<file path="src/rtl/bsl_pkg.sv">
package bsl_pkg;
  typedef enum logic [3:0] {
    ST_KEY,
    ST_RSVD,
    ST_EP_HI,
    ST_EP_LO,
    ST_LEN,
    ST_DST_HI,
    ST_DST_LO,
    ST_DATA,
    ST_DONE,
    ST_ERR
  } bsl_state_t;
endpackage

</file>
<file path="src/rtl/bsl_counter.sv">
module bsl_counter #(
  parameter int W = 16
) (
  input  logic         clk,
  input  logic         rst,
  input  logic         load,
  input  logic [W-1:0] load_val,
  input  logic         dec,
  output logic         at_last
);
  logic [W-1:0] cnt_q;

  always_ff @(posedge clk) begin
    if (rst)       cnt_q <= '0;
    else if (load) cnt_q <= load_val;
    else if (dec)  cnt_q <= cnt_q - 1'b1;
  end

  assign at_last = (cnt_q == W'(1));
endmodule

</file>
<file path="src/rtl/bsl_write_port.sv">
module bsl_write_port #(
  parameter int DATA_W = 16,
  parameter int ADDR_W = 32
) (
  input  logic              clk,
  input  logic              rst,
  input  logic              base_load,
  input  logic [ADDR_W-1:0] base_addr,
  input  logic              wr_req,
  input  logic [DATA_W-1:0] wr_word,
  output logic [ADDR_W-1:0] wr_addr,
  output logic [DATA_W-1:0] wr_data,
  output logic              wr_en
);
  logic [ADDR_W-1:0] ptr_q;

  always_ff @(posedge clk) begin
    if (rst) begin
      ptr_q   <= '0;
      wr_addr <= '0;
      wr_data <= '0;
      wr_en   <= 1'b0;
    end else begin
      wr_en <= wr_req;
      if (base_load) begin
        ptr_q <= base_addr;
      end else if (wr_req) begin
        wr_addr <= ptr_q;
        wr_data <= wr_word;
        ptr_q   <= ptr_q + 1'b1;
      end
    end
  end
endmodule

</file>
<file path="src/rtl/boot_stream_loader.sv">
module boot_stream_loader
  import bsl_pkg::*;
#(
  parameter int          WORD_W     = 16,
  parameter int          RSVD_WORDS = 8,
  parameter logic [15:0] KEY        = 16'h08AA
) (
  input  logic                clk,
  input  logic                rst,
  input  logic [WORD_W-1:0]   in_word,
  input  logic                in_valid,
  output logic [2*WORD_W-1:0] wr_addr,
  output logic [WORD_W-1:0]   wr_data,
  output logic                wr_en,
  output logic                done,
  output logic                error,
  output logic [2*WORD_W-1:0] entry_point
);
  localparam int          PTR_W    = 2 * WORD_W;
  localparam bit          HAS_RSVD = (RSVD_WORDS > 0);
  localparam logic [WORD_W-1:0] RSVD_LD = WORD_W'(RSVD_WORDS);
  localparam logic [WORD_W-1:0] KEY_W   = WORD_W'(KEY);

  bsl_state_t        state_q, state_d;
  logic [WORD_W-1:0] ep_hi_q, ep_lo_q, dst_hi_q;
  logic              cnt_load, cnt_dec, cnt_last;
  logic [WORD_W-1:0] cnt_val;
  logic              wp_load, wp_req;

  always_comb begin
    state_d  = state_q;
    cnt_load = 1'b0;
    cnt_val  = in_word;
    cnt_dec  = 1'b0;
    wp_load  = 1'b0;
    wp_req   = 1'b0;
    if (in_valid) begin
      case (state_q)
        ST_KEY: begin
          cnt_load = 1'b1;
          cnt_val  = RSVD_LD;
          if (in_word != KEY_W) state_d = ST_ERR;
          else if (HAS_RSVD)    state_d = ST_RSVD;
          else                  state_d = ST_EP_HI;
        end
        ST_RSVD: begin
          cnt_dec = 1'b1;
          if (cnt_last) state_d = ST_EP_HI;
        end
        ST_EP_HI:  state_d = ST_EP_LO;
        ST_EP_LO:  state_d = ST_LEN;
        ST_LEN: begin
          if (in_word == '0) begin
            state_d = ST_DONE;
          end else begin
            cnt_load = 1'b1;
            state_d  = ST_DST_HI;
          end
        end
        ST_DST_HI: state_d = ST_DST_LO;
        ST_DST_LO: begin
          wp_load = 1'b1;
          state_d = ST_DATA;
        end
        ST_DATA: begin
          wp_req  = 1'b1;
          cnt_dec = 1'b1;
          if (cnt_last) state_d = ST_LEN;
        end
        default: state_d = state_q;
      endcase
    end
  end

  always_ff @(posedge clk) begin
    if (rst) begin
      state_q     <= ST_KEY;
      ep_hi_q     <= '0;
      ep_lo_q     <= '0;
      dst_hi_q    <= '0;
      done        <= 1'b0;
      error       <= 1'b0;
      entry_point <= '0;
    end else begin
      state_q <= state_d;
      done    <= (state_d == ST_DONE);
      error   <= (state_d == ST_ERR);
      if (in_valid && state_q == ST_EP_HI)  ep_hi_q  <= in_word;
      if (in_valid && state_q == ST_EP_LO)  ep_lo_q  <= in_word;
      if (in_valid && state_q == ST_DST_HI) dst_hi_q <= in_word;
      if (state_q == ST_LEN && state_d == ST_DONE)
        entry_point <= {ep_hi_q, ep_lo_q};
    end
  end

  bsl_counter #(.W(WORD_W)) u_cnt (
    .clk      (clk),
    .rst      (rst),
    .load     (cnt_load),
    .load_val (cnt_val),
    .dec      (cnt_dec),
    .at_last  (cnt_last)
  );

  bsl_write_port #(.DATA_W(WORD_W), .ADDR_W(PTR_W)) u_wp (
    .clk       (clk),
    .rst       (rst),
    .base_load (wp_load),
    .base_addr ({dst_hi_q, in_word}),
    .wr_req    (wp_req),
    .wr_word   (in_word),
    .wr_addr   (wr_addr),
    .wr_data   (wr_data),
    .wr_en     (wr_en)
  );
endmodule

</file>
<file path="config.mk">
export PLATFORM = sky130hd
export DESIGN_NAME = boot_stream_loader
export DESIGN_NICKNAME = d
export VERILOG_FILES = /design/src/rtl/bsl_pkg.sv /design/src/rtl/bsl_counter.sv /design/src/rtl/bsl_write_port.sv /design/src/rtl/boot_stream_loader.sv
export SDC_FILE = /design/constraint.sdc
export NUM_CORES = 1
export LEC_CHECK = 0
export BUFFER_PORTS_ARGS = -buffer_cell sky130_fd_sc_hd__buf_4
export CELL_PAD_IN_SITES_DETAIL_PLACEMENT = 0
export CELL_PAD_IN_SITES_GLOBAL_PLACEMENT = 1
export CORE_MARGIN = 1
export CORE_UTILIZATION = 39
export CTS_CLUSTER_DIAMETER = 30
export DETAILED_ROUTE_END_ITERATION = 10
export PLACE_DENSITY = 0.81
export SKIP_CTS_REPAIR_TIMING = 1
export SLEW_MARGIN = 20
export SYNTH_ARGS = -nofsm -noshare
export SYNTH_HDL_FRONTEND = slang
export SYNTH_SLANG_ARGS = --single-unit
</file>
<file path="constraint.sdc">
create_clock -name clk -period 2.2 [get_ports clk]
set_input_delay 0.66 -clock clk [delete_from_list [all_inputs] [get_ports clk]]
set_output_delay 0.66 -clock clk [all_outputs]
set_load 0.005 [all_outputs]
</file>
Yosys cells after proc, flatten, opt, wreduce, memory -nomap -nowiden
Cells that the tools add are included.
Operators by class
  $add $sub $neg: 2
  eq/ne operators: 11
  muxes and demuxes: 21
  bitwise gates (word level): 1
  reduce and logical (&&, ||, !) cells: 10
Operators with widths (count)
  16-bit 2-to-1 mux: 4
  32-bit 2-to-1 mux: 2
  32-bit by 1-bit adder with 32-bit output (second input constant): 1
  4-bit case mux with 8 select lines: 1
  4-bit 2-to-1 mux: 5
  16-bit by 1-bit == test with 1-bit output (second input constant): 1
  4-bit by 3-bit == test with 1-bit output (second input constant): 4
  16-bit logical NOT: 1
  16-bit by 12-bit != test with 1-bit output (second input constant): 1
  16-bit by 1-bit subtractor with 16-bit output (second input constant): 1
  4-bit by 2-bit == test with 1-bit output (second input constant): 2
  4-bit == test (second input constant): 2
  1-bit 2-to-1 mux: 8
  4-bit by 1-bit == test with 1-bit output (second input constant): 1
  1-bit logical AND: 4
  4-bit logical NOT: 1
  2-bit nonzero test: 2
  1-bit case mux with 2 select lines: 1
  2-bit AND reduction: 1
  2-bit OR reduction: 1
  1-bit NOT: 1
Word-level totals
  register bits after elaboration: 183
  input port bits: 19
  output and inout bits: 83
  logic and storage cells: 57

Longest topological paths before layout
Gate-level depths: netlist (run 1).
  depth in word-level cells: 6
  depth in mapped cells: 8
  mapped depth without buffers: 7

By module
From an unflattened synthesis (run 1), not the netlist that was laid out.
Unflattened totals
  cells, all modules: 1006
  area total of the unflattened synthesis: 7985.2 um^2
By module, submodules not included
  bsl_write_port: times used 1, cells each 477, area an instance 3688.5 um^2, sequential area each 1621.6 um^2
  boot_stream_loader: times used 1, cells each 423, area an instance 3392.0 um^2, sequential area each 1721.7 um^2
  bsl_counter: times used 1, cells each 106, area an instance 904.6 um^2, sequential area each 320.3 um^2

Least setup slack after synthesis (run 1)
OpenSTA, ideal clock, no wires.
  path kind: input to register
  start: input in_word[14]
  end: register entry_point[2]
  setup time: 0.128 ns
  data arrival time: 2.073 ns
  data required time: 2.072 ns
  setup slack: -0.001 ns
  cell stages on the path: 6
  buffers on the path: 1
  path through: nor4_1 nand3_1 nor3_2 buf_4 mux2i_1 nor2_1
Between the ends
  cells in the longest elaborated chain, start to end: 6
  elaborated cells between the ends (all ways): 8
  classes of those cells: eq/ne (2); mux (4); reduce/logical (2)
Ends and longest elaborated chain
  from (decl): line boot_stream_loader.sv:10  | input logic [WORD_W-1:0] in_word,
  16-bit by 12-bit != test with 1-bit output or 16-bit logical NOT (tied branches): line boot_stream_loader.sv:42, boot_stream_loader.sv:53
  4-bit 2-to-1 mux, on equally long branches: line boot_stream_loader.sv:42, boot_stream_loader.sv:53
  4-bit case mux with 8 select lines (*): line boot_stream_loader.sv:38  | case (state_q)
  4-bit 2-to-1 mux (*): line boot_stream_loader.sv:37  | if (in_valid) begin
  4-bit == test (*): line boot_stream_loader.sv:91  | if (state_q == ST_LEN && state_d == ST_DONE)
  1-bit logical AND (*): line boot_stream_loader.sv:91
  to (signal assigned): line boot_stream_loader.sv:92  | entry_point <= {ep_hi_q, ep_lo_q};
  to (decl): line boot_stream_loader.sv:17  | output logic [2*WORD_W-1:0] entry_point
Every way passes the cells marked *; elsewhere a longest branch is shown, timed or not.
A chain may end at the register's enable or synchronous reset.

Final worst setup path (run 1)
  start: register u_cnt.cnt_q[5]
  end: register done
Between the ends
  cells in the longest elaborated chain, start to end: 5
  elaborated cells between the ends (all ways): 6
  classes of those cells: eq/ne (2); mux (4)
Ends and longest elaborated chain
  from (decl): line bsl_counter.sv:11  | logic [W-1:0] cnt_q;
  from (signal assigned): line bsl_counter.sv:15  | else if (load) cnt_q <= load_val;
  from (signal assigned): line bsl_counter.sv:16  | else if (dec) cnt_q <= cnt_q - 1'b1;
  16-bit by 1-bit == test with 1-bit output (*): line bsl_counter.sv:19  | assign at_last = (cnt_q == W'(1));
  4-bit 2-to-1 mux, on equally long branches: line boot_stream_loader.sv:68, boot_stream_loader.sv:48
  4-bit case mux with 8 select lines (*): line boot_stream_loader.sv:38
  4-bit 2-to-1 mux (*): line boot_stream_loader.sv:37
  4-bit == test (*): line boot_stream_loader.sv:86  | done <= (state_d == ST_DONE);
  to (signal assigned): line boot_stream_loader.sv:86
  to (decl): line boot_stream_loader.sv:15  | output logic done,
Marked as above.

==> flow_summary.yaml, run 1 <==
worst_setup_path:
  crit_path_cell_trace: "or4_4, or4_4, or4_4, nand3_1, nor4_1"
  r2r_slack_ns: 0.04
  crit_path_frequent_cell: "or4_4"
  critical_path_class: "reg -> reg"
  cp_max_fo: 4
  reg2reg_to: "done"
  path_buf_inv: 0
  cpPeakStageDelay_ns: 0.56
  crit_arrival_ns: 2.48
  r2r-start: "u_cnt.cnt_q[5]"
  crit_path_start: "u_cnt.cnt_q[5]"
  worstRegToRegCells: 5
  required_ns: 2.52
  critPathSlowestCell: "or4_4"
  setup.worst_path.start_class: "register"
  crit_family: "simple AND/OR/NAND/NOR gates"
  end_kind: "register"
synthesis:
  synth_edf_count: 0
  yosysWarnings: 0
  synth.largest_area_cell: "dfxtp_1"
  syn_nets: 969
  synth_area_leaders: "dfxtp_1, nand2_1, a21oi_1"
  synth_area_per_cell_um2: 8.13
  ys_types: 58
  syn_inst: 947
  async_flop_share: 0
  ys_ff_latch: 183
  synthFlopType: "dfxtp_1"
  synth_top_area_frac: 0.476
  synth_area_um2: 7700
  seq_area_frac_synth: 0.476
place:
  dp.cells: 1333
  hpwl_um: 15600
  gp_congestion: 0.884
  port-buffer-count: 101
global_route:
  grt_max_degree: 76
  grt_overflow: 0
  grt_usage: 0.234
  grt_first_pass_wirelength_um: 36100
  first_global_vias: 6569
  antenna_found_initial: 0
detailed_routing:
  wl_um: 23100
  wl_met3_um: 1490
  ant_nets: 0
  vias: 7297
  vias_per_cell: 5.35
  first_iter_violations: 606
  highest_layer: "met4"
  drcViolationCount: 0
  m1WireLength_um: 10500
  drt-wirelength-per-cell_um: 16.9
  wl_met2_um: 10700
  firstDrtPassIters: 5
clock_network:
  cts.htree.levels: 4
  cts_buffers: 17
  cts_tree: "built"
  path_clk_slew_ns: 0.07
  cts_buffer_depth: 2
  clk_latency_ns: 0.45
  cts_root_buf: "clkbuf_16"
  cts_sinks: 183
finish:
  drive_gt1_frac: 0.226
  area_delta_synth_final_pct: 28.5
  num_antenna_cells: 0
  final_cell_mix: "nand2_1, buf_4, dfxtp_1"
  post-route-util: 0.510
  fin_cells: 1365
  layout.cells.most_common: "nand2_1"
  fin_nets: 1109
  fillers: 1932
floorplan:
  dieHeight_um: 143
  rows: 51
  pin_count: 102
  die_area_um2: 20300
  core_area_um2: 19400
  die_w_um: 143
  start_util: 0.397
timing:
  fin_crit_sh: 0.983
  finClkSkew_ns: 0.0127
  setup_viol: 0
  slew_headroom: 0.685
  fmax_mhz: 463
  hold_viol_final: 0
  period_needed_ns: 2.16
  rsz0062_at_grt: "false"
  tightest_slew_ns: 0.473
  maxSlewViolCount: 0
flow_run:
  maxCapViolCount: 0
pwr:
  ir_drop_mv: 0.579
  pwr_density_cell_nw_per_um2: 712
  p_leak_nw: 3.52
hold_path:
  hold_depth: 2
  hp-class: "reg -> reg"
  hold_end: "u_wp.wr_addr[10]"
  hold_path.startpoint: "u_wp.wr_addr[10]"
outcome:
  outcome: "finished, final reports clean"
cell type report:
class	instances	area, um^2	area share
clock inverters	15	179	0.0181
inverters	7	26.3	0.00266
clock buffers	17	425	0.0430
well taps	265	332	0.0335
multi-input cells	686	3740	0.378
repair buffers	192	1530	0.155
flip-flops and latches	183	3660	0.370
power by group:
group / total, mW / switching, mW / internal (mW)
registers: 3.39 / 0.0394 / 3.35
clock network: 3.14 / 1.50 / 1.63
logic: 0.522 / 0.304 / 0.218
total: 7.05 / 1.85 / 5.20
per-stage QoR:
stage	instance area (um^2)	power [mW]	setup TNS (ns)	hold slack (ns)	setup WS (ns)
CTS	9880	7.06	-0.00904	0.457	-0.00904
finish	9890	7.05	0	0.454	0.0379
global route	9890	7.28	0	0.474	0.0255
global placement	9270	3.96	-10.23	0.442	-0.249
detailed placement	9270	3.96	-11.43	0.447	-0.325
floorplan	7700	3.73	0	0.432	0.0207
worst reg2reg max path: stages, from the launching register on:
cell,delay (ns)
dfxtp_1,0.31
or4_4,0.56
or4_4,0.47
or4_4,0.50
nand3_1,0.13
nor4_1,0.07
synthesized netlist by cell type (3+ instances only):
cell         n
nor4_1      15
ha_1         3
or4_1        7
buf_4        4
nand3b_1     4
a31oi_1     17
o21ai_0      5
nand3_1     33
or3_1       12
nand2_1    239
a211oi_1    11
mux2i_1     33
o211ai_1    10
or2_2        5
nor3b_1      3
clkbuf_1    57
mux2_2       5
nor3_1      15
dfxtp_1    183
nor2_1      59
and3_1       4
inv_1        7
buf_2        4
a21o_1       4
xor2_1       5
xnor2_1     10
a221oi_1     4
nand4_1     17
a21oi_1    125
a22oi_1      8
a2bb2oi_1    3
o311ai_0     3
kinds of logic (layout without fill, tap and decap cells):
group	after synthesis	in the layout	share of synthesized area
and+or+nand+nor	428	428	0.252
muxes	38	38	0.0502
DFF	183	183	0.476
AOI/OAI and AO/OA	202	202	0.157
buffers and inverters	78	231	0.0434
xor gates and xnor gates	15	15	0.0171
adders and majority gates	3	3	0.00488
state kept, by name, summed over array words and instances, names as in the netlist:
name	cells
ep_lo_q	16
ep_hi_q	16
u_wp.ptr_q	32
u_wp.wr_en	1
error	1
u_cnt.cnt_q	16
entry_point	32
u_wp.wr_addr	32
dst_hi_q	16
u_wp.wr_data	16
state_q	4
done	1
worst max-delay path by stage:
| stage | end | slack [ns] | depth (start not counted) |
|---|---|---|---|
| after global routing | done | 0.03 | 5 |
| after floorplan | done | 0.02 | 6 |
| final | done | 0.04 | 5 |
| after detailed placement | done | -0.33 | 9 |
| after global placement | entry_point[31] | -0.25 | 9 |
| after CTS | done | -0.009 | 5 |
per-layer routing:
| layer | track usage | vias to the layer above |
|---|---|---|
| li1 | - | 3595 |
| met1 | 0.313 | 3464 |
| met2 | 0.377 | 207 |
| met3 | 0.0511 | 31 |
| met4 | 0.0668 | 0 |
| met5 | 0 | - |
Note: power is estimated with default switching activity, not from simulation.
==> run 2, diff against run 1 <==
RECOVER_POWER = 100   (was unset)
==> flow_summary.yaml, run 2 (same netlist as run 1, synthesis figures left out) <==
clock_network:
  path_clk_slew_ns: 0.08
  cts_root_buf: "clkbuf_16"
  cts_buffer_depth: 2
  cts_sinks: 183
  clk_latency_ns: 0.45
  cts.htree.levels: 4
  cts_buffers: 17
  cts_tree: "built"
global_route:
  grt_usage: 0.234
  grt_first_pass_wirelength_um: 36100
  antenna_found_initial: 0
  first_global_vias: 6569
  grt_max_degree: 76
  grt_overflow: 0
floorplan:
  pin_count: 102
  rows: 51
  start_util: 0.397
  dieHeight_um: 143
  die_w_um: 143
  die_area_um2: 20300
  core_area_um2: 19400
finish:
  fin_cells: 1365
  num_antenna_cells: 0
  drive_gt1_frac: 0.210
  post-route-util: 0.505
  fin_nets: 1109
  layout.cells.most_common: "nand2_1"
  final_cell_mix: "nand2_1, dfxtp_1, a21oi_1"
  design_area_um2: 9800
  area_delta_synth_final_pct: 27.2
  top_regs: "entry_point x32, u_wp.ptr_q x32, u_wp.wr_addr x32"
worst_setup_path:
  crit_path_cell_trace: "or4_4, or4_4, or4_1, nand3_1, nor4_1"
  r2r_slack_ns: 0.03
  critical_path_class: "reg -> reg"
  cpPeakStageDelay_ns: 0.56
  reg2reg_to: "done"
  crit_path_frequent_cell: "or4_4"
  setup.worst_path.start_class: "register"
  path_buf_inv: 0
  r2r-start: "u_cnt.cnt_q[5]"
  cp_max_fo: 4
  crit_family: "simple AND/OR/NAND/NOR gates"
  worstRegToRegCells: 5
  required_ns: 2.52
  critPathSlowestCell: "or4_4"
  crit_arrival_ns: 2.48
  end_kind: "register"
place:
  placed_area_um2: 9270
  dp_worst_setup_slack_ns: -0.325
  dp.cells: 1333
  port-buffer-count: 101
  gp_congestion: 0.884
  hpwl_um: 15600
timing:
  tightest_slew_ns: 0.661
  setup_viol: 0
  rsz0062_at_grt: "false"
  fin_crit_sh: 0.984
  fmax_mhz: 462
  hold_viol_final: 0
  setup_tns_ns: 0
  finClkSkew_ns: 0.0127
  setup_ws_ns: 0.0349
  slew_headroom: 0.560
  period_needed_ns: 2.17
  maxSlewViolCount: 0
  fin_hold_ws_ns: 0.453
hold_path:
  hold_end: "u_wp.wr_addr[2]"
  hold_depth: 2
  hp-class: "reg -> reg"
  hold_path.startpoint: "u_wp.wr_addr[2]"
pwr:
  pwr_density_cell_nw_per_um2: 718
  p_leak_nw: 3.40
  power_mw: 7.03
  ir_drop_mv: 0.568
detailed_routing:
  drt-wirelength-per-cell_um: 16.8
  first_iter_violations: 590
  vias: 7234
  firstDrtPassIters: 5
  ant_nets: 0
  drcViolationCount: 0
  wl_um: 22900
  vias_per_cell: 5.30
outcome:
  outcome: "finished, final reports clean"
flow_run:
  maxCapViolCount: 0
## run 2: changes by cell type in the layout (fill, tap and decap cells not counted), moves of 6 or more
cell | previous run | this run
buf_4 | 185 | 84
clkbuf_4 | 0 | 81
clkbuf_1 | 0 | 15
clkbuf_2 | 0 | 6
## run 2: how the worst max path moves through the flow
stage | from | to | slack [ns] | cells past startpoint
floorplan | u_cnt.cnt_q[5] | done | 0.02 | 6
global placement | in_word[14] | entry_point[31] | -0.25 | 9
detailed placement | in_word[14] | done | -0.33 | 9
CTS | u_cnt.cnt_q[5] | done | -0.009 | 5
global route | u_cnt.cnt_q[5] | done | 0.01 | 5
finish | u_cnt.cnt_q[5] | done | 0.03 | 5
## run 2: tightest hold or removal path: cells and delay by family, from the launching register on
kind | cells | cell delay, ns
AO/OA/AOI/OAI | 1 | 0.05
AND/OR/NAND/NOR | 1 | 0.05
flip-flops | 1 | 0.31
## run 2: layout make-up
cell class                 count  area, um^2
tap                          265         332
fill                        1960        9600
clock buffer                  17         425
timing repair buffer         192        1450
inverter                       7        26.3
clock inverter                15         179
sequential                   183        3660
multi-input combinational    686        3720
## run 2: metal layers
layer / GRT usage / routed length, um / vias to the layer above
met5: 0 / 0 / -
met4: 0.0668 / 323 / 0
met3: 0.0511 / 1630 / 24
met2: 0.377 / 10700 / 227
met1: 0.313 / 10300 / 3398
li1: - / - / 3585
## run 2: where the power goes
part	total [mW]	internal, mW	switching (mW)	leakage, nW
registers	3.39	3.35	0.0394	1.48
clock network	3.13	1.64	1.50	0.294
logic	0.513	0.212	0.301	1.63
